### config.mk
export PLATFORM = sky130hd
export DESIGN_NAME = vbl_irq_ctrl
export DESIGN_NICKNAME = d
export VERILOG_FILES = /design/src/rtl/vbl_pkg.sv /design/src/rtl/vbl_flag_fsm.sv /design/src/rtl/vbl_two_write_fsm.sv /design/src/rtl/vbl_irq_ctrl.sv
export SDC_FILE = /design/constraint.sdc
export NUM_CORES = 1
export LEC_CHECK = 0
export ABC_CLOCK_PERIOD_IN_PS = 2000
export BUFFER_PORTS_ARGS = -buffer_cell sky130_fd_sc_hd__clkbuf_2
export CAP_MARGIN = 10
export CORE_MARGIN = 4
export CORE_UTILIZATION = 38
export CTS_BUF_LIST = sky130_fd_sc_hd__clkbuf_8
export CTS_CLUSTER_SIZE = 12
export DETAILED_ROUTE_END_ITERATION = 10
export PLACE_DENSITY = 0.68
export SLEW_MARGIN = 30
export SYNTH_ARGS = -nofsm -noshare
export SYNTH_HDL_FRONTEND = slang
export SYNTH_HIERARCHICAL = 1
export SYNTH_SLANG_ARGS = --single-unit
### constraint.sdc
create_clock -name clk -period 2 [get_ports clk]
set_input_delay 0.1 -clock clk [delete_from_list [all_inputs] [get_ports clk]]
set_output_delay 0.1 -clock clk [all_outputs]
set_load 0.02 [all_outputs]
### src/rtl/vbl_pkg.sv
package vbl_pkg;
    parameter int unsigned REG_AW = 3;
    parameter int unsigned DW     = 8;

    localparam logic [REG_AW-1:0] OFS_CTRL   = 3'd0;
    localparam logic [REG_AW-1:0] OFS_STATUS = 3'd2;
    localparam logic [REG_AW-1:0] OFS_SCROLL = 3'd5;
    localparam logic [REG_AW-1:0] OFS_ADDR   = 3'd6;

    typedef enum logic {
        FL_CLEAR = 1'b0,
        FL_SET   = 1'b1
    } flag_state_e;

    typedef enum logic {
        PH_FIRST  = 1'b0,
        PH_SECOND = 1'b1
    } phase_state_e;
endpackage

### src/rtl/vbl_flag_fsm.sv
module vbl_flag_fsm
    import vbl_pkg::*;
(
    input  logic clk,
    input  logic rst_n,
    input  logic set_pulse,
    input  logic end_pulse,
    input  logic status_rd,
    output logic flag,
    output logic flag_seen
);
    flag_state_e state_q, state_d;

    always_ff @(posedge clk) begin
        if (!rst_n) state_q <= FL_CLEAR;
        else        state_q <= state_d;
    end

    always_comb begin
        state_d = state_q;
        unique case (state_q)
            FL_CLEAR: if (set_pulse) state_d = FL_SET;
            FL_SET: begin
                if (!set_pulse && (end_pulse || status_rd)) state_d = FL_CLEAR;
            end
            default: state_d = FL_CLEAR;
        endcase
    end

    // Outputs: the flag, and the value a status read observes this cycle
    always_comb begin
        flag      = (state_q == FL_SET);
        flag_seen = flag && !set_pulse;
    end

    assert_set_R2: assert property (@(posedge clk) disable iff (!rst_n)
        set_pulse |=> flag);
    assert_end_clear_R3: assert property (@(posedge clk) disable iff (!rst_n)
        (end_pulse && !set_pulse) |=> !flag);
    assert_rd_clear_R3: assert property (@(posedge clk) disable iff (!rst_n)
        (status_rd && !set_pulse) |=> !flag);
    assert_hold_R3: assert property (@(posedge clk) disable iff (!rst_n)
        (flag && !end_pulse && !status_rd) |=> flag);
    assert_race_R4: assert property (@(posedge clk) disable iff (!rst_n)
        (status_rd && set_pulse) |-> !flag_seen);
endmodule

### src/rtl/vbl_two_write_fsm.sv
module vbl_two_write_fsm
    import vbl_pkg::*;
#(
    parameter int unsigned W = 8
) (
    input  logic           clk,
    input  logic           rst_n,
    input  logic           phase_clr,
    input  logic           wr_scroll,
    input  logic           wr_addr,
    input  logic [W-1:0]   wdata,
    output logic [2*W-1:0] vram_addr,
    output logic [W-1:0]   scroll_x,
    output logic [W-1:0]   scroll_y
);
    phase_state_e ph_q, ph_d;
    logic         any_wr;

    always_comb any_wr = wr_scroll || wr_addr;

    always_ff @(posedge clk) begin
        if (!rst_n) ph_q <= PH_FIRST;
        else        ph_q <= ph_d;
    end

    always_comb begin
        ph_d = ph_q;
        if (phase_clr) begin
            ph_d = PH_FIRST;
        end else begin
            unique case (ph_q)
                PH_FIRST:  if (any_wr) ph_d = PH_SECOND;
                PH_SECOND: if (any_wr) ph_d = PH_FIRST;
                default:   ph_d = PH_FIRST;
            endcase
        end
    end

    // Output registers, steered by the current phase
    always_ff @(posedge clk) begin
        if (!rst_n) begin
            vram_addr <= '0;
            scroll_x  <= '0;
            scroll_y  <= '0;
        end else if (!phase_clr) begin
            unique case (ph_q)
                PH_FIRST: begin
                    if (wr_addr)   vram_addr[2*W-1:W] <= wdata;
                    if (wr_scroll) scroll_x           <= wdata;
                end
                PH_SECOND: begin
                    if (wr_addr)   vram_addr[W-1:0] <= wdata;
                    if (wr_scroll) scroll_y         <= wdata;
                end
                default: ;
            endcase
        end
    end

    assert_phase_reset_R9: assert property (@(posedge clk) disable iff (!rst_n)
        phase_clr |=> (ph_q == PH_FIRST));
    assert_phase_flip_R9: assert property (@(posedge clk) disable iff (!rst_n)
        (any_wr && !phase_clr) |=> (ph_q != $past(ph_q)));
    assert_addr_hi_R7: assert property (@(posedge clk) disable iff (!rst_n)
        (wr_addr && !phase_clr && ph_q == PH_FIRST) |=> (vram_addr[2*W-1:W] == $past(wdata)));
    assert_addr_lo_R7: assert property (@(posedge clk) disable iff (!rst_n)
        (wr_addr && !phase_clr && ph_q == PH_SECOND) |=> (vram_addr[W-1:0] == $past(wdata)));
    assert_scroll_R8: assert property (@(posedge clk) disable iff (!rst_n)
        (!wr_scroll) |=> ($stable(scroll_x) && $stable(scroll_y)));
endmodule

### src/rtl/vbl_irq_ctrl.sv
module vbl_irq_ctrl
    import vbl_pkg::*;
#(
    parameter int unsigned EN_BIT   = 7,
    parameter int unsigned FLAG_BIT = 7
) (
    input  logic              clk,
    input  logic              rst_n,
    input  logic [REG_AW-1:0] reg_addr,
    input  logic [DW-1:0]     reg_wdata,
    input  logic              reg_rd,
    input  logic              reg_wr,
    input  logic              vbl_start,
    input  logic              vbl_end,
    output logic [DW-1:0]     rd_data,
    output logic              irq_n,
    output logic [2*DW-1:0]   vram_addr,
    output logic [DW-1:0]     scroll_x,
    output logic [DW-1:0]     scroll_y
);
    logic status_rd, wr_ctrl, wr_scroll, wr_addr;
    logic flag, flag_seen, irq_en_q;

    always_comb begin
        status_rd = reg_rd && (reg_addr == OFS_STATUS);
        wr_ctrl   = reg_wr && (reg_addr == OFS_CTRL);
        wr_scroll = reg_wr && (reg_addr == OFS_SCROLL);
        wr_addr   = reg_wr && (reg_addr == OFS_ADDR);
    end

    vbl_flag_fsm u_flag (
        .clk       (clk),
        .rst_n     (rst_n),
        .set_pulse (vbl_start),
        .end_pulse (vbl_end),
        .status_rd (status_rd),
        .flag      (flag),
        .flag_seen (flag_seen)
    );

    vbl_two_write_fsm #(.W(DW)) u_phase (
        .clk       (clk),
        .rst_n     (rst_n),
        .phase_clr (status_rd),
        .wr_scroll (wr_scroll),
        .wr_addr   (wr_addr),
        .wdata     (reg_wdata),
        .vram_addr (vram_addr),
        .scroll_x  (scroll_x),
        .scroll_y  (scroll_y)
    );

    always_ff @(posedge clk) begin
        if (!rst_n)       irq_en_q <= 1'b0;
        else if (wr_ctrl) irq_en_q <= reg_wdata[EN_BIT];
    end

    always_comb begin
        irq_n   = !(flag && irq_en_q);
        rd_data = '0;
        if (status_rd) rd_data[FLAG_BIT] = flag_seen;
    end

    assert_irq_gate_R5: assert property (@(posedge clk) disable iff (!rst_n)
        (!irq_n) |-> flag);
    assert_irq_edge_R6: assert property (@(posedge clk) disable iff (!rst_n)
        (wr_ctrl && reg_wdata[EN_BIT] && flag && !vbl_end && !status_rd) |=> !irq_n);
    assert_other_rd_R10: assert property (@(posedge clk) disable iff (!rst_n)
        (reg_rd && reg_addr != OFS_STATUS) |-> (rd_data == '0));
endmodule

Word level (Yosys, flattened, before mapping) --
Index checks and enable logic that the tools add are counted.
Word-level totals: bits in registers 35, output and inout bits 41, word-level logic and storage cells 38, input port bits 17
Operators by class: bitwise operators 4, eq/ne operators 3, reduce and logical (&&, ||, !) cells 17, muxes and demuxes 7
Operators by type and width (count):
- 3-bit AND reduction | 4
- 1-bit logical AND | 7
- 3-bit equality test, second input constant | 2
- 1-bit 2-to-1 mux | 5
- 1-bit NOT | 4
- 1-bit one-hot mux with 2 select lines | 2
- 3-bit by 2-bit equality test with 1-bit output, second input constant | 1
- 3-bit zero test | 1
- 1-bit zero test | 2
- 1-bit logical OR | 2
- 2-bit OR reduction | 1

Logic depth before layout (Yosys ltp) --
Gate-level depths: netlist of the first run.
depth after elaboration 6, depth in mapped cells 5, gate-level depth less buffers 4

Hierarchy --
The synthesis of the first run kept the hierarchy.
Modules (own cells, without submodules):
- vbl_two_write_fsm | instances 1, seq. area each 660.6 um2, area each 1237.4 um2, cells each 120
- vbl_irq_ctrl | instances 1, seq. area each 20.0 um2, area each 150.1 um2, cells each 19
- vbl_flag_fsm | instances 1, seq. area each 20.0 um2, area each 46.3 um2, cells each 5

Least setup slack after synthesis of the first run --
No wires, ideal clock.
kind in2reg, start in reg_wr, end reg u_phase.vram_addr[10], data arrival time 1.093 ns, data required time 1.880 ns, cell stages on the path 5, setup time 0.120 ns, buffers on the path 1, slack 0.787 ns, cells stage by stage nand2_1 > nor3b_1 > or3b_1 > buf_6 > mux2i_1
On the way: word-level cells in the longest chain between the ends 2
Ends and longest elaborated chain:
- from (decl) | RTL line vbl_irq_ctrl.sv:12 | input logic reg_wr,
- 1-bit logical AND | RTL line vbl_irq_ctrl.sv:28 | wr_addr = reg_wr && (reg_addr == OFS_ADDR);
- via wr_addr | RTL line vbl_irq_ctrl.sv:21 | logic status_rd, wr_ctrl, wr_scroll, wr_addr;
- 3-bit AND reduction (no source line)
- to (signal, indexed assignment) | RTL line vbl_two_write_fsm.sv:48 | if (wr_addr) vram_addr[2*W-1:W] <= wdata;
- to (signal, indexed assignment) | RTL line vbl_two_write_fsm.sv:52 | if (wr_addr) vram_addr[W-1:0] <= wdata;
- to (decl) | RTL line vbl_two_write_fsm.sv:12 | output logic [2*W-1:0] vram_addr,
The timed path passes the listed nets, and every way through them passes these cells. A chain may end at the register's enable or synchronous reset.

Worst setup path after layout of the first run --
start reg u_phase.ph_q, end reg u_phase.vram_addr[12]
On the way: word-level cells in the longest chain between the ends 2
Ends and longest elaborated chain:
- from (decl) | RTL line vbl_two_write_fsm.sv:16 | phase_state_e ph_q, ph_d;
- from (signal assigned) | RTL line vbl_two_write_fsm.sv:23 | else ph_q <= ph_d;
- 1-bit NOT (no source line)
- 3-bit AND reduction (no source line)
Every way passes these cells.

==> impl_results.rst, run 1 <==
.. list-table::
   :header-rows: 1

   * - Metric
     - Value
   * - Place WS
     - ~0.46 ns
   * - Largest buffer count on any clock path
     - 2
   * - Die extent in x
     - 69.43 um
   * - Total via count in the routed design
     - 1,114
   * - Final Setup Violations
     - 0
   * - Overall track demand over capacity in global routing
     - between 10% and 20%
   * - Largest net degree at the start of global routing
     - 32
   * - Hold Crit Class
     - in -> reg
   * - Synth area leaders
     - dfxtp_1 (49%), mux2i_1 (23%), nand2_1 (12%)
   * - Placeable Area
     - 3661 um2
   * - Average wire length per cell after detail routing
     - 12.66 um
   * - Later-pin clock latency in the skew report
     - 0.29 ns
   * - Seq/Total Area, Yosys
     - between 40% and 50%
   * - Final HPWL from detailed placement
     - 2316 um
   * - Shortest period the worst path allows
     - around 1.2 ns
   * - Fin Setup TNS
     - 0 ns
   * - Total of flip-flops plus latches after synthesis
     - 35
   * - Clock sink total
     - 35
   * - Initial Util
     - 39.17%
   * - Clk_skew
     - 0.005406 ns
   * - Yosys warnings
     - 6
   * - Relative slew slack
     - between 60% and 70%
   * - Data arrival time of the critical path
     - 1.41 ns
   * - Crit-path max cell delay
     - 0.57 ns
   * - DRC marker count from the first detailed-route iteration
     - 15
   * - Count of maximum capacitance violations
     - 0
   * - Pwr dens
     - 732.4 nW/um2
   * - CP startpoint kind
     - flip-flop
   * - Initial antenna violation count
     - 0
   * - CTS tree
     - done
   * - Syn-to-layout area delta
     - 25.31%
   * - Unrepaired setup endpoints after global routing
     - false
   * - Leading area contributor after synthesis
     - dfxtp_1
   * - Post-synthesis cell count
     - 144
   * - Avg Cell Area, Syn
     - 9.957 um2
   * - Routed wire length
     - around 3100 um
   * - Reg clk slew, reported paths
     - 0.07 ns
   * - Transition at the pin with the smallest max-transition slack
     - 0.5631 ns
   * - Number of clock buffers inserted by TritonCTS
     - 5
   * - Cell-by-cell listing of the critical path
     - or3b_1 > mux2i_1
   * - Share of the synthesized area in the top cell type
     - 48.87%
   * - Site Rows
     - 22
   * - Critical Path Sink Type
     - flip-flop
   * - Number of buffers added for setup after CTS
     - 0
   * - Crit path setup slack, layout
     - 0.7533 ns
   * - Number of global-route vias before repair
     - 1,145
   * - Number of hold violations in the final report
     - 0
   * - Sum of overflow across all layers after global routing
     - 0
   * - Placed Instance Area
     - 1702 um2
   * - Share of layout cells above drive strength 1
     - between 30% and 40%
   * - Share of flip-flops with an asynchronous set or reset after synthesis
     - 0%
   * - DRC errors left
     - 0
   * - Cell area after synthesis
     - about 1400 um2
   * - Worst path required time
     - ~2.2 ns
   * - Top-level port count
     - 58
   * - Max-slew violation count
     - 0
   * - Number of flops mapped to enable cells by yosys
     - 0
   * - CP max-delay cell
     - or3b_1
   * - DRT antenna net count
     - 0
   * - CP max FO
     - 8
   * - Weighted congestion at the end of routability-driven global placement
     - 0.6834
   * - I/O Buffers
     - 50
   * - IR Drop Worst-Case VDD
     - about 440 uV
   * - Number of levels in the clock H-tree
     - 2
   * - Most frequent cell after synthesis
     - nand2_1
   * - Overall power consumption
     - 1.316 mW
   * - Die Area
     - 4820 um2
   * - Commonest cells post-synth
     - nand2_1 (46), dfxtp_1 (35), mux2i_1 (33), buf_4 (8), buf_2 (5)
   * - Root buffer cell
     - clkbuf_8
   * - Wire length of the first global-routing pass
     - ~5400 um
   * - Leak pwr
     - approximately 0.94 nW
   * - Primary flip-flop cell chosen by synthesis mapping
     - dfxtp_1
   * - First-pass detailed-route iteration total
     - 4
   * - Share of the cycle needed by the critical path after routing
     - 62.34%
   * - Kind of critical path
     - reg -> reg
   * - Result of the run
     - completed
   * - Cell area after layout
     - 1797 um2
   * - Diodes inserted
     - 0
   * - Number of distinct standard cells referenced by the synthesized netlist
     - 18
   * - Via density
     - 4.510
   * - Maximum clock frequency
     - between 800 and 900 MHz
   * - Post-route worst hold slack
     - 0.03022 ns
   * - Number of fill cells in the layout
     - 373
   * - Number of nets in the layout
     - 215
   * - Chip height
     - 69.43 um
==> placed cells by master (no fill, tap or decap), drive strengths merged, types with 2 or more instances in the layout <==
cell    count
buf         5
clkbuf     55
conb        7
dfxtp      35
mux2i      33
nand2      46
nand3b      2
nor3b       3
==> metrics by stage <==
stage               utilization, %  std cells
global route                 49.08        247
global placement             46.48        238
detailed placement           46.48        238
finish                       49.08        247
CTS                          49.08        247
floorplan                        -        150
==> logic make-up after synthesis <==
logic type	Yosys count	share of synthesized area [%]
other	1	0.2615
AOI/OAI and AO/OA	2	1.221
DFF	35	48.87
buffers and inverters	15	7.504
muxes	33	23.04
and+or+nand+nor	58	19.11
==> worst max-delay path: cells and delay by family, from the launching register on <==
kind,cells,cell delay (ns)
mux,1,0.19
flops,1,0.36
simple gates,1,0.57
==> repair_timing <==
action	CTS	global route
hold buffers	1	0
hold endpoints to repair	1	0
resized for setup	0	0
==> final cells by class <==
class                      count  area, um2  area share, %
clock buffer                   5      68.82          3.830
clock inverter                 3      16.27         0.9053
multi-input combinational    100      653.1          36.35
sequential                    35      700.7          39.00
tap                           48      60.06          3.343
timing repair buffer          56      297.8          16.57
==> power breakdown <==
group          total [mW]  switching, mW  internal (mW)  leakage [nW]
clock               0.494          0.256          0.238        0.0453
combinational       0.107         0.0681         0.0391         0.610
sequential          0.715        0.00727          0.708         0.283
total                1.32          0.331          0.985         0.939
==> metal layers <==
layer	track usage (%)	wire [um]
met3	6.087	218
met4	7.809	72
met5	0	0
met2	23.20	1477
met1	16.11	1359
==> final timing paths <==
kind	cells past startpoint	from	slack (ns)	end
min reg2reg	2	u_phase/scroll_y[0]	0.46	u_phase/scroll_y[0]
min	3	vbl_start	0.03	u_flag/flag
max	2	u_phase/ph_q	0.75	u_phase/vram_addr[12]
max reg2reg	2	u_phase/ph_q	0.75	u_phase/vram_addr[12]
==> state kept, by name (all words and copies together) (netlist names) <==
| signal | cells |
|---|---|
| u_phase/vram_addr | 16 |
| u_phase/scroll_x | 8 |
| u_phase/scroll_y | 8 |
| irq_en_q | 1 |
| u_flag/flag | 1 |
| u_phase/ph_q | 1 |
Power figures use the tool's default switching activity.
==> run 2: changes to the inputs <==
--- a/config.mk
+++ b/config.mk
@@ -5,7 +5,7 @@
 export SDC_FILE = /design/constraint.sdc
 export NUM_CORES = 1
 export LEC_CHECK = 0
-export ABC_CLOCK_PERIOD_IN_PS = 2000
+export ABC_CLOCK_PERIOD_IN_PS = 1100
 export BUFFER_PORTS_ARGS = -buffer_cell sky130_fd_sc_hd__clkbuf_2
 export CAP_MARGIN = 10
 export CORE_MARGIN = 4
@@ -13,7 +13,7 @@
 export CTS_BUF_LIST = sky130_fd_sc_hd__clkbuf_8
 export CTS_CLUSTER_SIZE = 12
 export DETAILED_ROUTE_END_ITERATION = 10
-export PLACE_DENSITY = 0.68
+export PLACE_DENSITY = 0.71
 export SLEW_MARGIN = 30
 export SYNTH_ARGS = -nofsm -noshare
 export SYNTH_HDL_FRONTEND = slang
==> constraint.sdc (replaced) <==
create_clock -name clk -period 1.1 [get_ports clk]
set_input_delay 0.055 -clock clk [delete_from_list [all_inputs] [get_ports clk]]
set_output_delay 0.055 -clock clk [all_outputs]
set_load 0.02 [all_outputs]
==> run 2 against run 1 <==
Net effect:
- maximum frequency is 13% higher
- first-iteration DRC count rose by 150%
- global-route usage fell by 0.71 points
- via count increased by 3.7%
- die area unchanged
- setup slack got worse by 0.75 ns
- total power increased by 94%
- combinational power increased by 120%
- clock skew decreased by 0.0033 ns
- highest routed layer unchanged
==> impl_results.rst, run 2 (synthesis gave the netlist of run 1 again) <==
.. list-table::
   :header-rows: 1

   * - Metric
     - Value
   * - Result of the run
     - completed
   * - I/O Buffers
     - 50
   * - Largest register by flop count
     - u_phase/vram_addr
   * - Biggest registers after layout
     - u_phase/vram_addr: 16 flops, u_phase/scroll_x: 8 flops, u_phase/scroll_y: 8 flops
   * - Unrepaired setup endpoints after global routing
     - true
   * - CP max-delay cell
     - dfxtp_2
   * - Fin util
     - about 53%
   * - Final HPWL from detailed placement
     - 2374 um
   * - Leak pwr
     - around 1.0 nW
   * - Max-slew violation count
     - 0
   * - FF+latch area
     - 703.2 um2
   * - Worst path required time
     - 1.31 ns
   * - Reg clk slew, reported paths
     - around 0.07 ns
   * - Crit path buffers/inverters
     - 2
   * - Root buffer cell
     - clkbuf_8
   * - Number of hold violations in the final report
     - 0
   * - Min-Delay Path Depth
     - 3
   * - Cell area after layout
     - 1948 um2
   * - Initial Util
     - roughly 39%
   * - Via density
     - 4.459
   * - CP max FO
     - 5
   * - CTS tree
     - done
   * - Largest net degree at the start of global routing
     - 46
   * - Site Rows
     - 22
   * - Overall track demand over capacity in global routing
     - between 10% and 20%
   * - IR Drop Worst-Case VDD
     - 897.8 uV
   * - Initial antenna violation count
     - 0
   * - Later-pin clock latency in the skew report
     - ~0.29 ns
   * - Worst reg-to-reg path cell count
     - 4
   * - HP Start
     - reg_wdata[7]
   * - Top-level port count
     - 58
   * - Hold Crit Class
     - in -> reg
   * - Shortest period the worst path allows
     - 1.099 ns
   * - Die extent in x
     - 69.43 um
   * - Clock sink total
     - 35
   * - Number of clock buffers inserted by TritonCTS
     - 5
   * - Data arrival time of the critical path
     - 1.31 ns
   * - DRC marker count from the first detailed-route iteration
     - 37
   * - Syn-to-layout area delta
     - 35.86%
   * - Diodes inserted
     - 0
   * - Placed Instance Area
     - 1802 um2
   * - Final Setup Violations
     - 0
   * - Crit-path max cell delay
     - 0.32 ns
   * - Sum of overflow across all layers after global routing
     - 0
   * - Maximum clock frequency
     - 909.9 MHz
   * - Cell-by-cell listing of the critical path
     - buf_6 > nor3b_4 > buf_6 > mux2i_1
   * - Number of fill cells in the layout
     - about 330
   * - Commonest non-fill, non-tap cell in the layout
     - clkbuf_2
   * - Chip height
     - 69.43 um
   * - Critical Path Sink Type
     - flip-flop
   * - Number of buffers added for setup after CTS
     - 0
   * - Placeable Area
     - 3661 um2
   * - Clk_skew
     - 0.002082 ns
   * - Number of nets in the layout
     - 227
   * - Die Area
     - just under 5000 um2
   * - Switching share of power
     - 23.63%
   * - Number of levels in the clock H-tree
     - 2
   * - CP startpoint kind
     - flip-flop
   * - Weighted congestion at the end of routability-driven global placement
     - 0.7000
   * - Endpoint of the worst-slack reg-to-reg timing path
     - u_phase/scroll_x[0]
   * - Pwr dens
     - 1313 nW/um2
   * - DRT antenna net count
     - 0
   * - Clk network pwr share
     - 40.2%
   * - Total via count in the routed design
     - 1,155
   * - Cell type with the highest occurrence count on the critical path
     - buf_6
   * - Number of global-route vias before repair
     - between 1k and 1.5k
   * - Average wire length per cell after detail routing
     - 12.43 um
   * - Leading cell types in the layout, fill and taps excluded
     - clkbuf_2 (49), nand2_1 (46), mux2i_1 (33), dfxtp_1 (33), buf_4 (13)
   * - First-pass detailed-route iteration total
     - 2
   * - Share of the cycle needed by the critical path after routing
     - 99.91%
   * - DRC errors left
     - 0
   * - Worst Hold Endpoint
     - irq_en_q
   * - Routed wire length
     - roughly 3200 um
   * - Area of the multi-input gates
     - 664.4 um2
   * - Count of maximum capacitance violations
     - 0
   * - Worst r2r src
     - u_phase/ph_q
   * - Setup slack of the most critical reg-to-reg path
     - between 0.0009 and 0.001 ns
   * - Wire length of the first global-routing pass
     - 5285 um
   * - Share of layout cells above drive strength 1
     - 38.39%
   * - Switch Pwr
     - around 0.60 mW
   * - Internal Power
     - 1.954 mW
   * - Portion of total power attributed to combinational logic
     - about 9%
   * - Kind of critical path
     - reg -> reg
   * - Number of flip-flops under the largest register name
     - 16
   * - Largest buffer count on any clock path
     - 2
   * - Share of power burned in registers
     - between 50% and 60%
   * - Cell family with most CP delay
     - flip-flops
## run 2: cell types whose count changed in the layout (fill, tap and decap cells not counted), sizes merged
cell	change
clkbuf	+1
inv	-1
clkinv	-1
buf	+12
dlygate4sd3	+1
## run 2: cell type report
type | count | share of cell area, %
Sequential cell | 35 | 36.10
Timing Repair Buffer | 68 | 21.39
Tap cell | 48 | 3.083
Clock inverter | 1 | 0.3854
Multi-Input combinational cell | 100 | 34.10
Clock buffer | 7 | 4.945
## run 2: worst max-delay path by stage
stage	start	endpoint	cells past startpoint
finish	u_phase/ph_q	u_phase/scroll_x[0]	4
global route	u_phase/ph_q	u_phase/scroll_x[1]	4
CTS	u_phase/ph_q	u_phase/scroll_x[0]	4
detailed placement	reg_addr[0]	u_phase/scroll_x[0]	6
global placement	reg_addr[0]	u_phase/scroll_x[0]	6
floorplan	reg_wr	u_phase/scroll_x[0]	5
## run 2: worst min-delay path: stages
cell      delay (ns)
clkbuf_2        0.09
nand2_1         0.05
mux2i_1         0.06
## run 2: repair_timing
item                       in CTS  in global routing
pin swaps                       0                  1
hold buffers                    2                  0
resized for setup               2                  6
hold endpoints to repair        1                  0
setup endpoints to repair       5                 15
## run 2: metrics by stage
stage	power, mW	setup TNS, ns	hold WS (ns)	cells	setup slack (ns)
floorplan	1.473	0	0.1467	150	0.0001998
global placement	1.544	-2.970	0.2517	249	-0.1573
detailed placement	1.547	-3.726	0.2515	249	-0.1918
CTS	2.582	-0.01631	0.006056	259	-0.01631
global route	2.655	-0.5243	0.02159	259	-0.08162
finish	2.558	0	0.01461	259	0.0009674
## run 2: routing by layer
layer,track usage (%),share of wire [%]
met1,16.44,45
met2,21.93,47
met3,6.087,6.8
met4,4.555,1.3
met5,0,0
## run 2: power by group through the flow
stage | clock (mW) | sequential [mW] | combinational, mW
floorplan | 0 | 1.34 | 0.129
global placement | 0 | 1.33 | 0.218
detailed placement | 0 | 1.33 | 0.221
CTS | 1.05 | 1.30 | 0.230
global route | 1.10 | 1.30 | 0.252
finish | 1.03 | 1.30 | 0.231
